==> src/rtl/pswl_pkg.sv <==
package pswl_pkg;
    localparam int A_W_DEF   = 6;
    localparam int B_W_DEF   = 13;
    localparam int P_W_DEF   = 2;
    localparam int B_MIN_DEF = 3;

    typedef enum logic [1:0] {
        ST_IDLE = 2'd0,
        ST_SWAL = 2'd1,
        ST_MAIN = 2'd2
    } pswl_st_e;
endpackage

==> src/rtl/pswl_cfg.sv <==
module pswl_cfg
    import pswl_pkg::*;
#(
    parameter int AW   = A_W_DEF,
    parameter int BW   = B_W_DEF,
    parameter int PW   = P_W_DEF,
    parameter int BMIN = B_MIN_DEF
) (
    input  logic          clk,
    input  logic          rst_n,
    input  logic          ld,
    input  logic [AW-1:0] a_in,
    input  logic [BW-1:0] b_in,
    input  logic [PW-1:0] p_in,
    input  logic          take,
    output logic          pend_vld,
    output logic [AW-1:0] pend_a,
    output logic [BW-1:0] pend_b,
    output logic [PW-1:0] pend_p,
    output logic          err
);
    logic legal;

    always_comb begin
        legal = (b_in >= BW'(BMIN)) && (b_in >= BW'(a_in));
    end

    always_ff @(posedge clk or negedge rst_n) begin
        if (!rst_n) begin
            pend_vld <= 1'b0;
            pend_a   <= '0;
            pend_b   <= '0;
            pend_p   <= '0;
            err      <= 1'b0;
        end else begin
            if (take) begin
                pend_vld <= 1'b0;
            end
            if (ld) begin
                if (legal) begin
                    pend_a   <= a_in;
                    pend_b   <= b_in;
                    pend_p   <= p_in;
                    pend_vld <= 1'b1;
                    err      <= 1'b0;
                end else begin
                    err <= 1'b1;
                end
            end
        end
    end

    AST_ILLEGAL_IGNORED: assert property (@(posedge clk) disable iff (!rst_n)
        (ld && !legal) |=> ($stable(pend_a) && $stable(pend_b) && $stable(pend_p)));
    AST_LEGAL_QUEUED: assert property (@(posedge clk) disable iff (!rst_n)
        (ld && legal) |=> pend_vld);
endmodule

==> src/rtl/pswl_seq.sv <==
module pswl_seq
    import pswl_pkg::*;
#(
    parameter int AW = A_W_DEF,
    parameter int BW = B_W_DEF,
    parameter int PW = P_W_DEF
) (
    input  logic          clk,
    input  logic          rst_n,
    input  logic          pend_vld,
    input  logic [AW-1:0] pend_a,
    input  logic [BW-1:0] pend_b,
    input  logic [PW-1:0] pend_p,
    output logic          take,
    output logic          mod_ctl,
    output logic          div_pulse,
    output logic [PW-1:0] p_act
);
    pswl_st_e      st_q, st_d;
    logic [BW-1:0] pos_q, pos_d;
    logic [BW-1:0] b_q, b_d;
    logic [AW-1:0] a_q, a_d;
    logic [PW-1:0] p_q, p_d;
    logic          running, last, boundary;

    always_comb begin
        running  = (st_q != ST_IDLE);
        last     = running && (pos_q == (b_q - BW'(1)));
        boundary = last || (!running && pend_vld);
    end

    // next-state logic
    always_comb begin
        st_d  = st_q;
        pos_d = pos_q;
        a_d   = a_q;
        b_d   = b_q;
        p_d   = p_q;
        if (boundary) begin
            if (pend_vld) begin
                a_d = pend_a;
                b_d = pend_b;
                p_d = pend_p;
            end
            pos_d = '0;
            st_d  = (a_d != '0) ? ST_SWAL : ST_MAIN;
        end else begin
            unique case (st_q)
                ST_IDLE: st_d = ST_IDLE;
                ST_SWAL: begin
                    pos_d = pos_q + 1'b1;
                    if (pos_d == BW'(a_q)) begin
                        st_d = ST_MAIN;
                    end
                end
                ST_MAIN: pos_d = pos_q + 1'b1;
                default: st_d = ST_IDLE;
            endcase
        end
    end

    // state register
    always_ff @(posedge clk or negedge rst_n) begin
        if (!rst_n) begin
            st_q  <= ST_IDLE;
            pos_q <= '0;
            a_q   <= '0;
            b_q   <= '0;
            p_q   <= '0;
        end else begin
            st_q  <= st_d;
            pos_q <= pos_d;
            a_q   <= a_d;
            b_q   <= b_d;
            p_q   <= p_d;
        end
    end

    // outputs
    always_comb begin
        mod_ctl   = (st_q == ST_SWAL);
        div_pulse = last;
        take      = boundary && pend_vld;
        p_act     = p_q;
    end

    AST_NO_OVERFLOW: assert property (@(posedge clk) disable iff (!rst_n)
        running |-> (pos_q < b_q));
    AST_PULSE_NARROW: assert property (@(posedge clk) disable iff (!rst_n)
        div_pulse |=> !div_pulse);
    AST_MOD_RISE_START: assert property (@(posedge clk) disable iff (!rst_n)
        $rose(mod_ctl) |-> (pos_q == '0));
    AST_MOD_FALL_AT_A: assert property (@(posedge clk) disable iff (!rst_n)
        $fell(mod_ctl) |-> (pos_q == BW'(a_q)));
    AST_IDLE_QUIET: assert property (@(posedge clk) disable iff (!rst_n)
        (st_q == ST_IDLE) |-> (!mod_ctl && !div_pulse));
endmodule

==> src/rtl/pswl_div.sv <==
module pswl_div
    import pswl_pkg::*;
#(
    parameter int AW   = A_W_DEF,
    parameter int BW   = B_W_DEF,
    parameter int PW   = P_W_DEF,
    parameter int BMIN = B_MIN_DEF
) (
    input  logic          clk_pre,
    input  logic          rst_n,
    input  logic          load_i,
    input  logic [AW-1:0] swal_i,
    input  logic [BW-1:0] main_i,
    input  logic [PW-1:0] psel_i,
    output logic          modsel_o,
    output logic          fbk_pulse_o,
    output logic [PW-1:0] psel_o,
    output logic          cfg_err_o
);
    logic          pend_vld, take;
    logic [AW-1:0] pend_a;
    logic [BW-1:0] pend_b;
    logic [PW-1:0] pend_p;

    pswl_cfg #(.AW(AW), .BW(BW), .PW(PW), .BMIN(BMIN)) u_cfg (
        .clk      (clk_pre),
        .rst_n    (rst_n),
        .ld       (load_i),
        .a_in     (swal_i),
        .b_in     (main_i),
        .p_in     (psel_i),
        .take     (take),
        .pend_vld (pend_vld),
        .pend_a   (pend_a),
        .pend_b   (pend_b),
        .pend_p   (pend_p),
        .err      (cfg_err_o)
    );

    pswl_seq #(.AW(AW), .BW(BW), .PW(PW)) u_seq (
        .clk       (clk_pre),
        .rst_n     (rst_n),
        .pend_vld  (pend_vld),
        .pend_a    (pend_a),
        .pend_b    (pend_b),
        .pend_p    (pend_p),
        .take      (take),
        .mod_ctl   (modsel_o),
        .div_pulse (fbk_pulse_o),
        .p_act     (psel_o)
    );

    AST_ERR_FLAG: assert property (@(posedge clk_pre) disable iff (!rst_n)
        (load_i && ((main_i < BW'(swal_i)) || (main_i < BW'(BMIN)))) |=> cfg_err_o);
endmodule

==> config.mk <==
export PLATFORM = sky130hd
export DESIGN_NAME = pswl_div
export DESIGN_NICKNAME = d
export VERILOG_FILES = /design/src/rtl/pswl_pkg.sv /design/src/rtl/pswl_cfg.sv /design/src/rtl/pswl_seq.sv /design/src/rtl/pswl_div.sv
export SDC_FILE = /design/constraint.sdc
export NUM_CORES = 1
export LEC_CHECK = 0
export CORE_AREA = 2 2 104 126
export DETAILED_ROUTE_END_ITERATION = 7
export DIE_AREA = 0 0 106 128
export GPL_ROUTABILITY_DRIVEN = 1
export PLACE_DENSITY = 0.55
export SETUP_SLACK_MARGIN = 0.1
export SLEW_MARGIN = 20
export SYNTH_ARGS = -nofsm -noshare
export SYNTH_HDL_FRONTEND = slang
export SYNTH_SLANG_ARGS = --single-unit
==> constraint.sdc <==
create_clock -name clk_pre -period 2.97 [get_ports clk_pre]
set_clock_uncertainty 0.05 [all_clocks]
set_input_delay 0.4455 -clock clk_pre [delete_from_list [all_inputs] [get_ports clk_pre]]
set_output_delay 0.4455 -clock clk_pre [all_outputs]
set_load 0.01 [all_outputs]
==> Word level (Yosys, flattened, before mapping) <==
Index checks and enable logic that the tools add are counted.
{ "op_classes": {"reduce_logical": 13, "n_lt_le_gt_ge": 2, "n_eq_ne": 6, "n_addsub": 2, "n_mux": 12} }
{ "ops": {"columns": ["op", "n"], "rows": [
  ["two-way mux 13 bit", 2],
  ["adder 13 x 1 -> 13 bit (second input constant)", 1],
  ["equality test 13 bit", 1],
  ["equality test 13 x 6 -> 1 bit", 1],
  [">= comparator 13 x 2 -> 1 bit (second input constant)", 1],
  [">= comparator 13 x 6 -> 1 bit", 1],
  ["subtractor 13 x 1 -> 13 bit (second input constant)", 1],
  ["two-way mux 6 bit", 2],
  ["two-way mux 2 bit", 3],
  ["AND reduction 2 bit", 3],
  ["nonzero test 6 bit", 1],
  ["logical AND 1 bit", 4],
  ["two-way mux 1 bit", 4],
  ["case mux 2 bit (2 select lines)", 1],
  ["nonzero test 2 bit", 2],
  ["!= test 3 x 1 -> 1 bit (second input constant)", 1],
  ["equality test 2 x 1 -> 1 bit (second input constant)", 1],
  ["equality test 2 bit (second input constant)", 1],
  ["!= test 2 x 1 -> 1 bit (second input constant)", 1],
  ["OR reduction 2 bit", 1],
  ["zero test 1 bit", 1],
  ["logical OR 1 bit", 1]
]} }
{ "word_totals": {"regBits": 59, "out_inout_bits": 5, "inputBits": 24} }

==> Logic depth before layout (Yosys ltp) <==
{ "logic_depth": {"word_depth": 8, "ltp_mapped": 11, "depth_no_buf": 9} }

==> Hierarchy <==
A second synthesis with hierarchy kept.
{ "unflattened": {"hier_cells": 386, "hier_area_um2": 3822.4} }
{ "by_module_without_submodules": {"columns": ["module", "area_each_um2", "cells_per_inst", "instances"], "rows": [
  ["pswl_seq", 2741.4, 304, 1],
  ["pswl_cfg", 1081.0, 82, 1]
]} }

==> Least setup slack after synthesis <==
OpenSTA, ideal clock, no wires.
{ "synth_timing": {"path_kind": "reg2reg", "startpoint": "register u_seq.b_q[8]", "endpoint": "register u_seq.a_q[0]", "path_stages_with_launch": 10, "slack_ns": 0.051, "arrival_ns": 2.744, "n_path_buf": 2, "required_time_ns": 2.795, "synth_period_minus_slack_ns": 2.919, "cell_sequence": "dfrtp_1 buf_2 or4_4 or4_1 a21oi_1 nor3_1 nor4_2 o21ai_2 buf_6 mux2_4"} }
{ "synth_between": {"elab_chain_len": 4} }
{ "synth_lines": {"columns": ["item", "line", "rtl"], "rows": [
  ["start: declaration", "pswl_seq.sv:21", "logic [BW-1:0] b_q, b_d;"],
  ["start signal: assignment", "pswl_seq.sv:68", "b_q <= '0;"],
  ["start signal: assignment", "pswl_seq.sv:74", "b_q <= b_d;"],
  ["subtractor 13 x 1 -> 13 bit", "pswl_seq.sv:28", "last = running && (pos_q == (b_q - BW'(1)));"],
  ["equality test 13 bit", "pswl_seq.sv:28", null],
  ["logical AND 1 bit", "pswl_seq.sv:28", null],
  ["named net fbk_pulse_o", "pswl_div.sv:16", "output logic fbk_pulse_o,"],
  ["logical OR 1 bit", "pswl_seq.sv:29", "boundary = last || (!running && pend_vld);"],
  ["end signal: assignment", "pswl_seq.sv:67", "a_q <= '0;"],
  ["end signal: assignment", "pswl_seq.sv:73", "a_q <= a_d;"],
  ["end: declaration", "pswl_seq.sv:22", "logic [AW-1:0] a_q, a_d;"]
]} }
The timed path passes the listed nets, and every way through them passes these cells.
A chain may end at the register's enable or synchronous reset.

==> Worst setup path in the final report <==
{ "layout_timing": {"startpoint": "register u_seq.b_q[3]", "endpoint": "output fbk_pulse_o"} }
{ "layout_between": {"elab_chain_len": 3} }
{ "layout_lines": {"columns": ["item", "line"], "rows": [
  ["subtractor 13 x 1 -> 13 bit", "pswl_seq.sv:28"],
  ["equality test 13 bit", "pswl_seq.sv:28"],
  ["logical AND 1 bit", "pswl_seq.sv:28"],
  ["end: declaration", "pswl_div.sv:16"]
]} }
Every way passes these cells.

==> summary.json <==
{
  "placement": {
    "buffer_ports.inserted": 28,
    "hpwl_mm": 5.88,
    "dp.cells": 532,
    "final_estimated_routing_congestion_in_global_placement": 0.831
  },
  "clock_tree": {
    "clock_path_buffers": 2,
    "insertion_delay_ps": 330,
    "cts_made_buffers": 9,
    "cts.clk_slew.worst_paths_ps": 50,
    "cts.htree.levels": 3,
    "clock-sinks": 59,
    "cts_tree": "done",
    "root_buffer": "sky130_fd_sc_hd__clkbuf_16"
  },
  "layout": {
    "area.growth.synth_to_final_pct": 30.4,
    "layout-drive-gt1-share": 0.286,
    "layout.cells.most_common": "sky130_fd_sc_hd__dfrtp_1",
    "most_frequent_cells_in_the_layout": "59 x sky130_fd_sc_hd__dfrtp_1, 37 x sky130_fd_sc_hd__buf_4, 26 x sky130_fd_sc_hd__clkdlybuf4s50_1",
    "diodes": 0,
    "final_nets": 417,
    "instances_no_fill": 549
  },
  "synthesis": {
    "muxShareOfSynthArea": 0.177,
    "synth_top_flop_cell": "sky130_fd_sc_hd__dfrtp_1",
    "synth_enable_flop_cells": 0,
    "synth_xor_area_frac": 0.0852,
    "syn_nets": 357,
    "syn-instance-count": 322,
    "synth.yosys.seq_area_share": 0.422,
    "synth-adder-area-share": 0.0394,
    "synth_compound_gate_area_share": 0.0788,
    "ys_types": 53,
    "async_flop_share": 1.00,
    "postSynthRegisterBits": 59,
    "synth_warnings": 0,
    "synth_area_um2": 3490,
    "dominant_combinational_cell_family_by_area_after_synthesis": "multiplexers",
    "yosys.area_share.simple": 0.153,
    "avgSynthCellArea_um2": 10.9
  },
  "critical_path": {
    "regToRegEndpoint": "u_seq.st_q[0]",
    "worst_path_cell_chain": "or4_4 > buf_6 > or4_4 > a21oi_2 > nor3_2 > nor4_2 > buf_2",
    "reg2reg_from": "u_seq.b_q[3]",
    "cpPeakStageDelay_ps": 550,
    "reg2reg_slack_ps": -90,
    "worst_setup_path_end_kind": "output port",
    "worstPathMaxFanout": 2,
    "worst_path_most_repeated_cell": "sky130_fd_sc_hd__or4_4",
    "data_arrival_time_of_the_worst_path_ps": 2600,
    "cp_data_required_time_ps": 2470,
    "crit_path_start_kind": "flop",
    "setup.worst_path.class": "reg -> out",
    "worstRegToRegCells": 10,
    "worst_setup_path_endpoint": "fbk_pulse_o",
    "cp-startpoint": "u_seq.b_q[3]",
    "worst_path_max_delay_cell": "sky130_fd_sc_hd__or4_4"
  },
  "floorplanning": {
    "floorplan.rows": 45,
    "dieHeight_um": 128,
    "die_x_um": 106,
    "num_io_pins": 29,
    "floorplan.core_area_um2": 12400,
    "initial_core_util": 0.281,
    "die_area_um2": 13600
  },
  "timing": {
    "final_critical_path_setup_slack_ps": -128,
    "achievable-frequency_mhz": 323,
    "number_of_hold_violations_in_the_final_report": 0,
    "rsz0062_at_grt": "true",
    "max_slew_margin": 0.426,
    "min_period_over_period": 1.04,
    "final-setup-viol-count": 37,
    "max_slew.worst_pin.slew_ps": 861,
    "shortest_period_the_worst_path_allows_ps": 3100,
    "final_max_tran_viols": 0
  },
  "pwr": {
    "netSwitchingFraction": 0.329,
    "total_switching_power_uw": 1360,
    "p_comb_frac": 0.469,
    "pwr_density_cell_nw_per_um2": 908,
    "worst_ir_drop_vdd_v": 0.000420,
    "total_leakage_power_uw": 0.00197,
    "power_uw": 4140,
    "clock_power_share": 0.241,
    "internal_portion_of_total_power_uw": 2770,
    "seq_power_share": 0.291
  },
  "global_route": {
    "grt_overflow_total": 0,
    "grt_pass1_wl_mm": 13.1,
    "largest_net_degree_at_the_start_of_global_routing": 38,
    "number_of_global_route_vias_before_repair": 2698,
    "grtUsageTotal": 0.125,
    "antenna_found_initial": 0
  },
  "job": {
    "cap_violations": 0
  },
  "status": {
    "run_status": "finished with violations",
    "failing_checks": "setup timing"
  },
  "route": {
    "wire_per_inst_um": 14.4,
    "vias_per_cell": 4.78,
    "drtIter0Drc": 79,
    "drt_pass1_iterations": 4,
    "ant_nets": 0,
    "drt_drc_violations_left": 0,
    "total_wire_length_mm": 7.88,
    "route.vias.total": 2624
  },
  "min_path": {
    "hold_path.class": "in -> async"
  }
}
## per-layer routing
layer	GRT usage	routed length (um)	up-vias
met4	0.0627	236	0
li1	-	-	1275
met5	0	0	-
met2	0.225	3960	46
met1	0.142	3510	1288
met3	0.0198	183	15
## worst max-delay path, delay by kind of cell, from the launching register on
kind	cells	cell delay [ps]
compound gates	1	130
buf+inv	2	340
flops	1	370
simple gates	4	1450
## state kept, by name, summed over array words and instances, names as in the netlist
signal / flops
u_cfg.err: 1
u_cfg.pend_a: 6
u_cfg.pend_b: 13
u_cfg.pend_p: 2
u_cfg.pend_vld: 1
u_seq.a_q: 6
u_seq.b_q: 13
u_seq.p_act: 2
u_seq.pos_q: 13
u_seq.st_q: 2
## cell type report
type	count	area [um^2]
inverter	13	48.8
clock buffer	11	243
clock inverter	3	40.0
fill	1202	7890
tap	164	205
timing repair buffer	70	644
multi-input combinational	229	1900
sequential	59	1480
## worst min path at each step
stage / startpoint / end / slack, ps / cells after the start
finish: rst_n / u_cfg.pend_a[2] / 190 / 1
global route: rst_n / u_seq.p_act[1] / 250 / 1
CTS: rst_n / u_cfg.pend_a[2] / 220 / 1
detailed placement: u_cfg.err / u_cfg.err / 430 / 1
global placement: u_cfg.pend_b[11] / u_seq.b_q[11] / 410 / 1
floorplan: rst_n / u_cfg.err / 100 / 0
## cell usage after synthesis (all sizes together), types with 2 or more instances
master,number,area [um^2]
a211oi,2,15.0
a21boi,3,22.5
a21o,4,30.0
a21oi,4,20.0
a31oi,3,18.8
and3,2,12.5
and4,2,17.5
buf,8,56.3
clkbuf,13,48.8
dfrtp,59,1480
ha,11,138
inv,13,48.8
mux2,43,559
mux2i,6,60.1
nand2,10,37.5
nand2b,4,25.0
nand3,9,45.0
nand4,4,25.0
nor2,18,67.6
nor2b,4,25.0
nor3,12,60.1
nor3b,3,22.5
nor4,12,81.3
o211ai,2,15.0
o21a,2,15.0
o21ai,12,63.8
o22ai,2,12.5
or3,2,12.5
or3b,2,17.5
or4,4,33.8
or4b,2,20.0
xnor2,15,131
xor2,19,166
## power by group through the flow
stage | sequential (uW) | combinational [uW] | clock [uW]
2_1_floorplan | 1210 | 1200 | 0
3_3_place_gp | 1200 | 1800 | 0
3_5_place_dp | 1210 | 1840 | 0
4_1_cts | 1200 | 1950 | 1020
5_1_grt | 1230 | 2100 | 1050
6_report | 1200 | 1940 | 995
## per-stage QoR
| stage | cell area, um^2 | util | TNS [ps] | setup slack (ps) | hold slack (ps) |
|---|---|---|---|---|---|
| floorplan | 3500 | - | 0 | 87.0 | 99.9 |
| global placement | 4200 | 0.338 | -495 | -136 | 414 |
| detailed placement | 4200 | 0.338 | -713 | -190 | 425 |
| CTS | 4550 | 0.366 | -2150 | -151 | 219 |
| global route | 4560 | 0.366 | -5490 | -230 | 249 |
| finish | 4560 | 0.366 | -1500 | -128 | 189 |
## cell families after synthesis
logic type | count (synthesis)
AO/OA/AOI/OAI | 41
XOR/XNOR | 34
adder cells (fa/ha/maj) | 11
AND/OR/NAND/NOR | 94
multiplexers | 49
buffers and inverters | 34
flip-flops | 59
## timing repair
action,4_1_cts,5_1_grt
cloned,1,0
hold buffers,0,0
resized for setup,12,2
setup endpoints to repair,37,37
pin swaps,2,0
setup buffers,2,0
No activity file was read; power rests on OpenSTA's default activity.
